## src/rtl/vramp_pkg.sv

```systemverilog
// Shared types for the voltage ramp sequencer.
// Assumes: nothing beyond IEEE 1800-2017.
package vramp_pkg;
    // Direction the setpoint takes on the next tick
    typedef enum logic [1:0] {
        STEP_HOLD = 2'd0,
        STEP_UP   = 2'd1,
        STEP_DOWN = 2'd2
    } step_dir_e;
endpackage

```

## src/rtl/vramp_tick_gen.sv

```systemverilog
// Interval prescaler: emits a one-clock tick every (terminal count + 1) clocks
// while enabled. The count restarts from zero whenever the channel is off.
// Assumes: PROG_INTERVAL=1 takes the count from step_tc_i, otherwise FIXED_TC.
module vramp_tick_gen #(
    parameter int TICK_W        = 10,
    parameter bit PROG_INTERVAL = 1'b1,
    parameter int FIXED_TC      = 999
) (
    input  logic              clk,
    input  logic              rst_n,
    input  logic              en_i,
    input  logic [TICK_W-1:0] step_tc_i,
    output logic              tick_o
);
    localparam logic [TICK_W-1:0] FIXED_TC_L = TICK_W'(FIXED_TC);

    logic [TICK_W-1:0] term_cnt;
    logic [TICK_W-1:0] cnt_q;

    generate
        if (PROG_INTERVAL) begin : g_prog
            assign term_cnt = step_tc_i;
        end else begin : g_fixed
            logic unused_tc;
            assign unused_tc = ^step_tc_i;
            assign term_cnt  = FIXED_TC_L;
        end
    endgenerate

    // Count clocks and raise the tick on reaching the terminal count
    always_ff @(posedge clk) begin
        if (!rst_n || !en_i) begin
            cnt_q  <= '0;
            tick_o <= 1'b0;
        end else if (cnt_q == term_cnt) begin
            cnt_q  <= '0;
            tick_o <= 1'b1;
        end else begin
            cnt_q  <= cnt_q + 1'b1;
            tick_o <= 1'b0;
        end
    end
endmodule

```

## src/rtl/vramp_target_sel.sv

```systemverilog
// Target selector: picks the preset the ramp heads for.
// Priority: scaling pin (when built in), then standby, then normal.
// Assumes: purely combinational; the presets are stable by the clock edge.
module vramp_target_sel #(
    parameter int CODE_W  = 6,
    parameter bit HAS_DVS = 1'b1
) (
    input  logic              stby_sel_i,
    input  logic              dvs_sel_i,
    input  logic [CODE_W-1:0] tgt_norm_i,
    input  logic [CODE_W-1:0] tgt_stby_i,
    input  logic [CODE_W-1:0] tgt_dvs_i,
    output logic [CODE_W-1:0] tgt_o
);
    logic [CODE_W-1:0] mode_tgt;

    // Standby versus normal preset
    always_comb begin
        mode_tgt = stby_sel_i ? tgt_stby_i : tgt_norm_i;
    end

    generate
        if (HAS_DVS) begin : g_dvs
            // Pin-selected preset overrides the mode preset
            always_comb begin
                tgt_o = dvs_sel_i ? tgt_dvs_i : mode_tgt;
            end
        end else begin : g_no_dvs
            logic unused_dvs;
            assign unused_dvs = dvs_sel_i ^ (^tgt_dvs_i);
            assign tgt_o      = mode_tgt;
        end
    endgenerate
endmodule

```

## src/rtl/vramp_stepper.sv

```systemverilog
// Setpoint stepper: on each tick moves the code one LSB toward the target,
// saturating at both ends. Disabling clears the code on the next clock.
// Assumes: tick_i is a single-cycle pulse; target may change at any cycle.
module vramp_stepper #(
    parameter int CODE_W = 6
) (
    input  logic              clk,
    input  logic              rst_n,
    input  logic              en_i,
    input  logic              tick_i,
    input  logic [CODE_W-1:0] tgt_i,
    output logic [CODE_W-1:0] code_o,
    output logic              busy_o
);
    import vramp_pkg::*;

    localparam logic [CODE_W-1:0] CODE_MAX = {CODE_W{1'b1}};
    localparam logic [CODE_W-1:0] CODE_MIN = '0;

    logic [CODE_W-1:0] code_q;
    logic              en_q;
    step_dir_e         dir;

    // Decide the direction of the next step, honouring the saturation limits
    always_comb begin
        if (code_q < tgt_i && code_q != CODE_MAX) begin
            dir = STEP_UP;
        end else if (code_q > tgt_i && code_q != CODE_MIN) begin
            dir = STEP_DOWN;
        end else begin
            dir = STEP_HOLD;
        end
    end

    // Hold the setpoint and the registered enable
    always_ff @(posedge clk) begin
        if (!rst_n || !en_i) begin
            code_q <= CODE_MIN;
            en_q   <= 1'b0;
        end else begin
            en_q <= 1'b1;
            if (tick_i) begin
                case (dir)
                    STEP_UP:   code_q <= code_q + 1'b1;
                    STEP_DOWN: code_q <= code_q - 1'b1;
                    default:   code_q <= code_q;
                endcase
            end
        end
    end

    // Drive the outputs: busy only while enabled and away from the target
    always_comb begin
        code_o = code_q;
        busy_o = en_q && (code_q != tgt_i);
    end
endmodule

```

## src/rtl/vramp_seq.sv

```systemverilog
// Top of the voltage ramp sequencer: prescaler, target selector, stepper
// and the range flag register.
// Assumes: all inputs are synchronous to clk; reset is synchronous, active low.
module vramp_seq #(
    parameter int CODE_W        = 6,
    parameter int TICK_W        = 10,
    parameter bit PROG_INTERVAL = 1'b1,
    parameter int FIXED_TC      = 999,
    parameter bit HAS_DVS       = 1'b1,
    parameter bit HAS_HIRANGE   = 1'b1
) (
    input  logic              clk,
    input  logic              rst_n,
    input  logic              en_i,
    input  logic              stby_sel_i,
    input  logic              dvs_sel_i,
    input  logic [CODE_W-1:0] tgt_norm_i,
    input  logic [CODE_W-1:0] tgt_stby_i,
    input  logic [CODE_W-1:0] tgt_dvs_i,
    input  logic              hi_range_i,
    input  logic [TICK_W-1:0] step_tc_i,
    output logic [CODE_W-1:0] code_o,
    output logic              range_o,
    output logic              busy_o
);
    logic              step_tick;
    logic [CODE_W-1:0] sel_tgt;

    vramp_tick_gen #(
        .TICK_W       (TICK_W),
        .PROG_INTERVAL(PROG_INTERVAL),
        .FIXED_TC     (FIXED_TC)
    ) u_tick (
        .clk      (clk),
        .rst_n    (rst_n),
        .en_i     (en_i),
        .step_tc_i(step_tc_i),
        .tick_o   (step_tick)
    );

    vramp_target_sel #(
        .CODE_W (CODE_W),
        .HAS_DVS(HAS_DVS)
    ) u_sel (
        .stby_sel_i(stby_sel_i),
        .dvs_sel_i (dvs_sel_i),
        .tgt_norm_i(tgt_norm_i),
        .tgt_stby_i(tgt_stby_i),
        .tgt_dvs_i (tgt_dvs_i),
        .tgt_o     (sel_tgt)
    );

    vramp_stepper #(
        .CODE_W(CODE_W)
    ) u_step (
        .clk   (clk),
        .rst_n (rst_n),
        .en_i  (en_i),
        .tick_i(step_tick),
        .tgt_i (sel_tgt),
        .code_o(code_o),
        .busy_o(busy_o)
    );

    generate
        if (HAS_HIRANGE) begin : g_range
            // Register the range select
            always_ff @(posedge clk) begin
                if (!rst_n) begin
                    range_o <= 1'b0;
                end else begin
                    range_o <= hi_range_i;
                end
            end
        end else begin : g_single_range
            logic unused_range;
            assign unused_range = hi_range_i;
            assign range_o      = 1'b0;
        end
    endgenerate
endmodule

```

## config.mk

```make
export PLATFORM = sky130hd
export DESIGN_NAME = vramp_seq
export DESIGN_NICKNAME = d
export VERILOG_FILES = /design/src/rtl/vramp_pkg.sv /design/src/rtl/vramp_tick_gen.sv /design/src/rtl/vramp_target_sel.sv /design/src/rtl/vramp_stepper.sv /design/src/rtl/vramp_seq.sv
export SDC_FILE = /design/constraint.sdc
export NUM_CORES = 1
export LEC_CHECK = 0
export BUFFER_PORTS_ARGS = -buffer_cell sky130_fd_sc_hd__clkbuf_2
export CAP_MARGIN = 40
export CORE_ASPECT_RATIO = 0.6
export CORE_MARGIN = 1.5
export CORE_UTILIZATION = 35
export CTS_BUF_LIST = sky130_fd_sc_hd__clkbuf_2 sky130_fd_sc_hd__clkbuf_4 sky130_fd_sc_hd__clkbuf_8
export DETAILED_ROUTE_END_ITERATION = 10
export PLACE_DENSITY = 0.58
export SYNTH_ARGS = -nofsm -noshare
export SYNTH_HDL_FRONTEND = slang
export SYNTH_HIERARCHICAL = 1
export SYNTH_SLANG_ARGS = --single-unit
```

## constraint.sdc

```tcl
create_clock -name clk -period 3.1 [get_ports clk]
set_clock_uncertainty 0.2 [all_clocks]
set_input_delay 0.31 -clock clk [delete_from_list [all_inputs] [get_ports clk]]
set_output_delay 0.31 -clock clk [all_outputs]
set_load 0.1 [all_outputs]
```

==> results of run 1 <==
[where the power goes]
part           internal, mW  switching [mW]
registers             0.244         0.00200
logic                0.0382          0.0450
clock network         0.100          0.0803
[routing by layer]
layer,GRT usage (%),vias to the layer above,routed length [um]
met5,0,-,0
met4,3.28,0,19
met2,21.4,22,1320
met3,4.68,2,158
li1,-,648,-
met1,24.1,582,1750
[cell usage in the layout (no fill, tap or decap), types with 2 or more instances in the layout]
master,count
sky130_fd_sc_hd__nand2_1,15
sky130_fd_sc_hd__clkbuf_2,39
sky130_fd_sc_hd__dfxtp_1,13
sky130_fd_sc_hd__clkbuf_4,2
sky130_fd_sc_hd__nor3_1,11
sky130_fd_sc_hd__ha_4,4
sky130_fd_sc_hd__o21ai_1,8
sky130_fd_sc_hd__dfxtp_2,3
sky130_fd_sc_hd__buf_4,9
sky130_fd_sc_hd__ha_1,7
sky130_fd_sc_hd__xor2_1,4
sky130_fd_sc_hd__dfxtp_4,3
sky130_fd_sc_hd__nor4_2,2
sky130_fd_sc_hd__xnor2_1,16
sky130_fd_sc_hd__a21oi_2,3
sky130_fd_sc_hd__nand3_1,5
sky130_fd_sc_hd__a21oi_1,3
sky130_fd_sc_hd__clkbuf_8,3
sky130_fd_sc_hd__nand4_1,5
sky130_fd_sc_hd__inv_1,13
sky130_fd_sc_hd__nor2_1,10
sky130_fd_sc_hd__mux2i_1,8
[metrics by stage]
step,total power [mW],hold slack (ns)
CTS,0.512,0.0551
detailed placement,0.331,0.317
global placement,0.329,0.314
global route,0.535,0.0678
floorplan,0.300,0.232
finish,0.510,0.0565
[sequential cells by signal, summed over array words and instances, names as in the netlist]
register	count
u_tick/tick_o	1
u_tick/cnt_q	10
u_step/en_q	1
u_step/code_o	6
range_o	1
[layout make-up]
cell class / instances / area [um^2] / share of cell area (%)
clock buffers: 4 / 48.8 / 2.70
multi-input cells: 122 / 972 / 53.8
repair buffers: 50 / 282 / 15.6
inverters: 13 / 48.8 / 2.70
flip-flops and latches: 19 / 395 / 21.9
well taps: 47 / 58.8 / 3.26
[critical path, stage by stage]
cell and delay, ns:
sky130_fd_sc_hd__buf_6 0.12, sky130_fd_sc_hd__mux2i_1 0.12, sky130_fd_sc_hd__o21ai_1 0.16, sky130_fd_sc_hd__inv_1 0.09, sky130_fd_sc_hd__ha_4 0.27, sky130_fd_sc_hd__nand4_1 0.12, sky130_fd_sc_hd__or2_1 0.30, sky130_fd_sc_hd__o211a_4 0.19
sky130_fd_sc_hd__ha_4 0.25, sky130_fd_sc_hd__a211oi_2 0.25, sky130_fd_sc_hd__o21bai_1 0.12, sky130_fd_sc_hd__a21oi_2 0.15, sky130_fd_sc_hd__mux2_4 0.32, sky130_fd_sc_hd__a31o_2 0.23
[worst min-delay path by stage]
stage	end	cells past startpoint
2_1_floorplan	range_o	1
3_3_place_gp	range_o	2
3_5_place_dp	range_o	2
4_1_cts	range_o	2
5_1_grt	range_o	2
6_report	range_o	2
[logic make-up (layout without fill, tap and decap cells)]
| logic type | Yosys count | count (layout) | share of synthesized area [%] |
|---|---|---|---|
| AOI/OAI and AO/OA | 24 | 24 | 12.3 |
| xor gates and xnor gates | 21 | 21 | 14.0 |
| adders and majority gates | 12 | 12 | 11.6 |
| buffers and inverters | 17 | 67 | 6.43 |
| DFF | 19 | 19 | 27.9 |
| muxes | 9 | 9 | 6.70 |
| and+or+nand+nor | 56 | 56 | 21.0 |
[repair_timing]
action                                 in CTS  in global routing
setup buffers                               1                  0
pin swaps                                   2                  7
setup endpoints to repair                   1                  1
resized for setup                           3                 11
endpoints found under the hold margin       0                  0
==> qor.log, run 1 <==
INFO  timing         finalSetupViolations=0
INFO  flow_run       timing.max_cap.violations=0
INFO  final_layout   insertedDiodeCount=0
INFO  grt            globalRouteOverflowTotal=0
INFO  clock_network  clock-sinks=19
INFO  clock_network  hold_buffers=0
INFO  clock_network  cts_inserted_buffers=3
INFO  final_layout   final_core_utilization=48.8%
INFO  place          placed_instance_area=1690um^2
INFO  synth          synth.cell_area=1360um^2
INFO  place          routabilityCongestion=0.789
INFO  place          dpl.hpwl=2660um
INFO  final_layout   drive_gt1_share=38.0%
INFO  worst_hold_path hold_path_startpoint=hi_range_i
INFO  synth          synth_enable_flop_cells=0
INFO  synth          synth_area_per_cell=8.62um^2
INFO  floorplan      floorplan.rows=17
INFO  synth          yosys_warnings=6
INFO  route          wirelength=3240um
INFO  timing         grt_setup_unrepaired=true
INFO  worst_setup_path end_kind=flop
INFO  route          avgViaCountPerCell=4.92
INFO  worst_setup_path crit_arrival=2.99ns
INFO  clock_network  tritoncts_clock_tree=built
INFO  synth          synthesis.instances=158
INFO  timing         actual_slew_at_the_worst_max_slew_pin=0.530ns
INFO  worst_setup_path timing.rr.end=u_step/code_o[5]
INFO  route          wire_per_inst=12.7um
INFO  final_layout   post-route-cell-area=1810um^2
INFO  clock_network  ctsRootBufferMaster=sky130_fd_sc_hd__clkbuf_8
INFO  worst_setup_path timing.critical_path.required=3.05ns
INFO  synth          synth_commonest_cells=sky130_fd_sc_hd__dfxtp_1, sky130_fd_sc_hd__xnor2_1, sky130_fd_sc_hd__nand2_1
INFO  worst_setup_path crit_path_end=u_step/code_o[5]
INFO  synth          synth_fp_nets=204
INFO  worst_setup_path crit_path_start=stby_sel_i
INFO  timing         final_max_slew_viol_count=0
INFO  grt            grt_pass1_vias=1102
INFO  floorplan      floorplan.initialDensity=36.8%
INFO  synth          netlist.area_leader.share=27.9%
INFO  synth          synthesis_stage_register_bit_count=19
INFO  grt            grt_max_degree=12
INFO  timing         timing.final.hold_violations=0
INFO  final_layout   final_cells=255
INFO  floorplan      ioPinCount=42
INFO  floorplan      floorplan.core_area=3700um^2
INFO  synth          async_reset_ff_share=0%
INFO  synth          yosys.area.top_type=sky130_fd_sc_hd__dfxtp_1
INFO  place          setup_slack_after_placement=-0.299ns
INFO  timing         min_period_over_period=98.2%
INFO  route          detail-route-antenna-nets=0
INFO  timing         fmax_achieved=328MHz
INFO  timing         fin_tns_setup=0ns
INFO  final_layout   nNetsFinal=255
INFO  worst_setup_path crit_path_start_kind=input pin
INFO  synth          synth_top_flop_cell=sky130_fd_sc_hd__dfxtp_1
INFO  status         outcome=completed
INFO  worst_setup_path reg2reg_slack=0.13ns
INFO  route          first_pass_iters=5
INFO  route          drt_drc_violations_left=0
INFO  power          power.static_leakage=0.791nW
INFO  clock_network  clkSlewWorstSetupHoldPaths=0.07ns
INFO  clock_network  clk-insertion-delay-late=0.25ns
INFO  floorplan      die_h=51.3um
INFO  synth          synth_sequential_area_ratio=27.9%
INFO  power          ir_worst_vdd=0.000216V
INFO  worst_setup_path reg2regPathDepth=10
INFO  floorplan      chipWidth=83.6um
INFO  route          first_iter_violations=80
INFO  floorplan      design.die.area=4290um^2
INFO  clock_network  htree_levels=1
INFO  synth          synth_most_common_cell=sky130_fd_sc_hd__dfxtp_1
INFO  power          power_density=282nW/um^2
INFO  worst_setup_path path_class=input pin to flop
INFO  grt            antenna_found_initial=0
INFO  worst_hold_path holdCritPathClass=input pin to flop
INFO  final_layout   fill_cells=373
INFO  timing         timing.final.ws_setup=0.0554ns
INFO  grt            grtUsageTotal=15.8%
INFO  clock_network  max-clock-path-buffers=2
INFO  route          total_number_of_vias=1254
INFO  place          portBuffers=41
INFO  worst_setup_path rr_startpoint=u_step/code_o[4]
INFO  place          dp_cells=250
INFO  final_layout   layout-area-overhead-vs-synth=32.5%
INFO  worst_setup_path critical_path.max_fanout=6
INFO  synth          synthTopCellsByArea=sky130_fd_sc_hd__dfxtp_1, sky130_fd_sc_hd__xnor2_1, sky130_fd_sc_hd__ha_1
INFO  timing         min_period=3.04ns
INFO  timing         worst_slew_margin_rel=64.4%
INFO  grt            grt_pass1_wl=5220um
INFO  synth          synth.distinct_cells=37
Note: power is estimated with default switching activity, not from simulation.
==> run 2: changes to the inputs <==
Settings changed: CELL_PAD_IN_SITES_DETAIL_PLACEMENT set to 0, CELL_PAD_IN_SITES_GLOBAL_PLACEMENT set to 2, CORE_UTILIZATION 35 to 27, PLACE_DENSITY 0.58 to 0.75, SLEW_MARGIN set to 20.
==> run 2 against run 1 <==
Against the previous run: first-iteration DRC count decreased by 34%; via count increased by 1.8%; utilization decreased by 9.2 points; critical path depth unchanged; sequential share of layout area decreased by 0.68 points; die area increased by 28%; maximum frequency increased by 1.8%; power decreased by 1.6%; register-to-register slack improved by 0.05 ns; design area increased by 3.2%; critical endpoint unchanged.
==> qor.log, run 2 (synthesis gave the netlist of run 1 again) <==
INFO  final_layout   number_of_flip_flops_under_the_largest_register_name=10
INFO  route          wirelength=3600um
INFO  worst_setup_path critical_path.slowest_cell=sky130_fd_sc_hd__mux2_4
INFO  place          dpl.hpwl=3020um
INFO  power          p_total=0.501mW
INFO  timing         final_max_slew_viol_count=0
INFO  grt            grtUsageTotal=14.0%
INFO  floorplan      design.die.area=5500um^2
INFO  clock_network  clkSlewWorstSetupHoldPaths=0.07ns
INFO  place          placed_instance_area=1740um^2
INFO  floorplan      floorplan.rows=19
INFO  route          wl_met3=131um
INFO  timing         finalSetupViolations=0
INFO  timing         fmax_achieved=334MHz
INFO  power          power_density=269nW/um^2
INFO  timing         worst_slew_margin_rel=59.9%
INFO  final_layout   drive_gt1_share=39.2%
INFO  clock_network  htree_levels=1
INFO  floorplan      die_h=58.0um
INFO  floorplan      floorplan.initialDensity=28.9%
INFO  worst_setup_path reg2reg_slack=0.18ns
INFO  route          avgViaCountPerCell=4.64
INFO  clock_network  max-clock-path-buffers=2
INFO  final_layout   mostFrequentLayoutCells=sky130_fd_sc_hd__clkbuf_2, sky130_fd_sc_hd__xnor2_1, sky130_fd_sc_hd__nand2_1, sky130_fd_sc_hd__buf_4
INFO  place          setup_slack_after_placement=-0.248ns
INFO  clock_network  tritoncts_clock_tree=built
INFO  timing         timing.final.hold_violations=0
INFO  flow_run       timing.max_cap.violations=0
INFO  status         outcome=completed
INFO  final_layout   largest_register=u_tick/cnt_q
INFO  timing         timing.final.ws_setup=0.109ns
INFO  final_layout   nNetsFinal=259
INFO  floorplan      ioPinCount=42
INFO  worst_setup_path path_class=input pin to flop
INFO  floorplan      floorplan.core_area=4710um^2
INFO  worst_setup_path end_kind=flop
INFO  worst_hold_path holdCritPathClass=input pin to flop
INFO  final_layout   post-route-cell-area=1860um^2
INFO  worst_setup_path crit_family=compound AO/OA/AOI/OAI gates
INFO  final_layout   mostFrequentLayoutCell=sky130_fd_sc_hd__clkbuf_2
INFO  timing         min_period_over_period=96.5%
INFO  grt            grt_max_degree=12
INFO  clock_network  cts_inserted_buffers=3
INFO  worst_setup_path critical_path.max_fanout=6
INFO  route          total_number_of_vias=1276
INFO  worst_setup_path path_buf_inv=2
INFO  place          portBuffers=41
INFO  worst_setup_path cell_by_cell_trace_of_the_critical_path=buf_4, mux2i_1, o21ai_1, inv_1, ha_4, nand4_1, or2_1, o211a_4, ha_4, a211oi_4, o21bai_1, a21oi_1, mux2_4, a31o_2
INFO  final_layout   fill_cells=485
INFO  route          drt_drc_violations_left=0
INFO  route          detail-route-antenna-nets=0
INFO  route          routed-wl-met2=1390um
INFO  grt            globalRouteOverflowTotal=0
INFO  worst_setup_path max_stage_delay=0.33ns
INFO  final_layout   insertedDiodeCount=0
INFO  worst_setup_path crit_arrival=2.94ns
INFO  route          first_pass_iters=4
INFO  route          topRoutingLayerUsed=met4
INFO  clock_network  ctsRootBufferMaster=sky130_fd_sc_hd__clkbuf_8
INFO  route          wire_per_inst=13.1um
INFO  grt            antenna_found_initial=0
INFO  worst_setup_path timing.critical_path.required=3.05ns
INFO  clock_network  clk-insertion-delay-late=0.25ns
INFO  power          power.static_leakage=0.813nW
INFO  place          routabilityCongestion=0.805
INFO  floorplan      chipWidth=94.7um
INFO  timing         fin_worst_hold_slack=0.0721ns
INFO  worst_setup_path crit_path_start_kind=input pin
INFO  power          ir_worst_vdd=0.000102V
INFO  worst_setup_path path_common_cell=sky130_fd_sc_hd__ha_4
INFO  clock_network  clock-sinks=19
INFO  route          wl_met1=2060um
INFO  grt            grt_pass1_vias=1214
INFO  timing         actual_slew_at_the_worst_max_slew_pin=0.597ns
INFO  final_layout   layout-area-overhead-vs-synth=36.7%
INFO  timing         min_period=2.99ns
INFO  grt            grt_pass1_wl=5830um
INFO  route          first_iter_violations=53
## run 2: repair_timing
action / in CTS / in global routing
buffers inserted: 0 / 1
hold buffers: 0 / 0
endpoints found under the setup margin: 0 / 2
hold endpoints to repair: 0 / 0
gates resized for setup: 0 / 12
## run 2: cell type report
class                   instances  area, um^2  area share [%]
clock inverters                 1        5.00           0.269
repair buffers                 54         305            16.4
inverters                      13        48.8            2.62
flip-flops and latches         19         395            21.2
multi-input cells             122         988            53.1
clock buffers                   3        41.3            2.22
well taps                      63        78.8            4.23
## run 2: final timing paths
kind,from,depth (start not counted),end
max,stby_sel_i,14,u_step/code_o[5]
min,hi_range_i,2,range_o
max reg2reg,u_step/code_o[0],11,u_step/code_o[5]
min reg2reg,u_tick/cnt_q[9],2,u_tick/cnt_q[9]
## run 2: per-layer routing
| layer | GRT usage [%] | vias to the layer above |
|---|---|---|
| met5 | 0 | - |
| met4 | 1.92 | 0 |
| met3 | 3.54 | 2 |
| met2 | 18.4 | 24 |
| met1 | 22.6 | 590 |
| li1 | - | 660 |
## run 2: power by group
| part | internal, mW | switching (mW) |
|---|---|---|
| combinational | 0.0387 | 0.0467 |
| sequential | 0.244 | 0.00240 |
| clock | 0.0893 | 0.0804 |
| total | 0.372 | 0.130 |
## run 2: stage by stage
step                      utilization [%]  cells  setup TNS (ns)
after floorplan                         -    158               0
after global placement               37.0    270          -0.129
after detailed placement             37.0    270          -0.265
after CTS                            38.0    274               0
after global routing                 39.6    275        -0.00521
final                                39.6    275               0
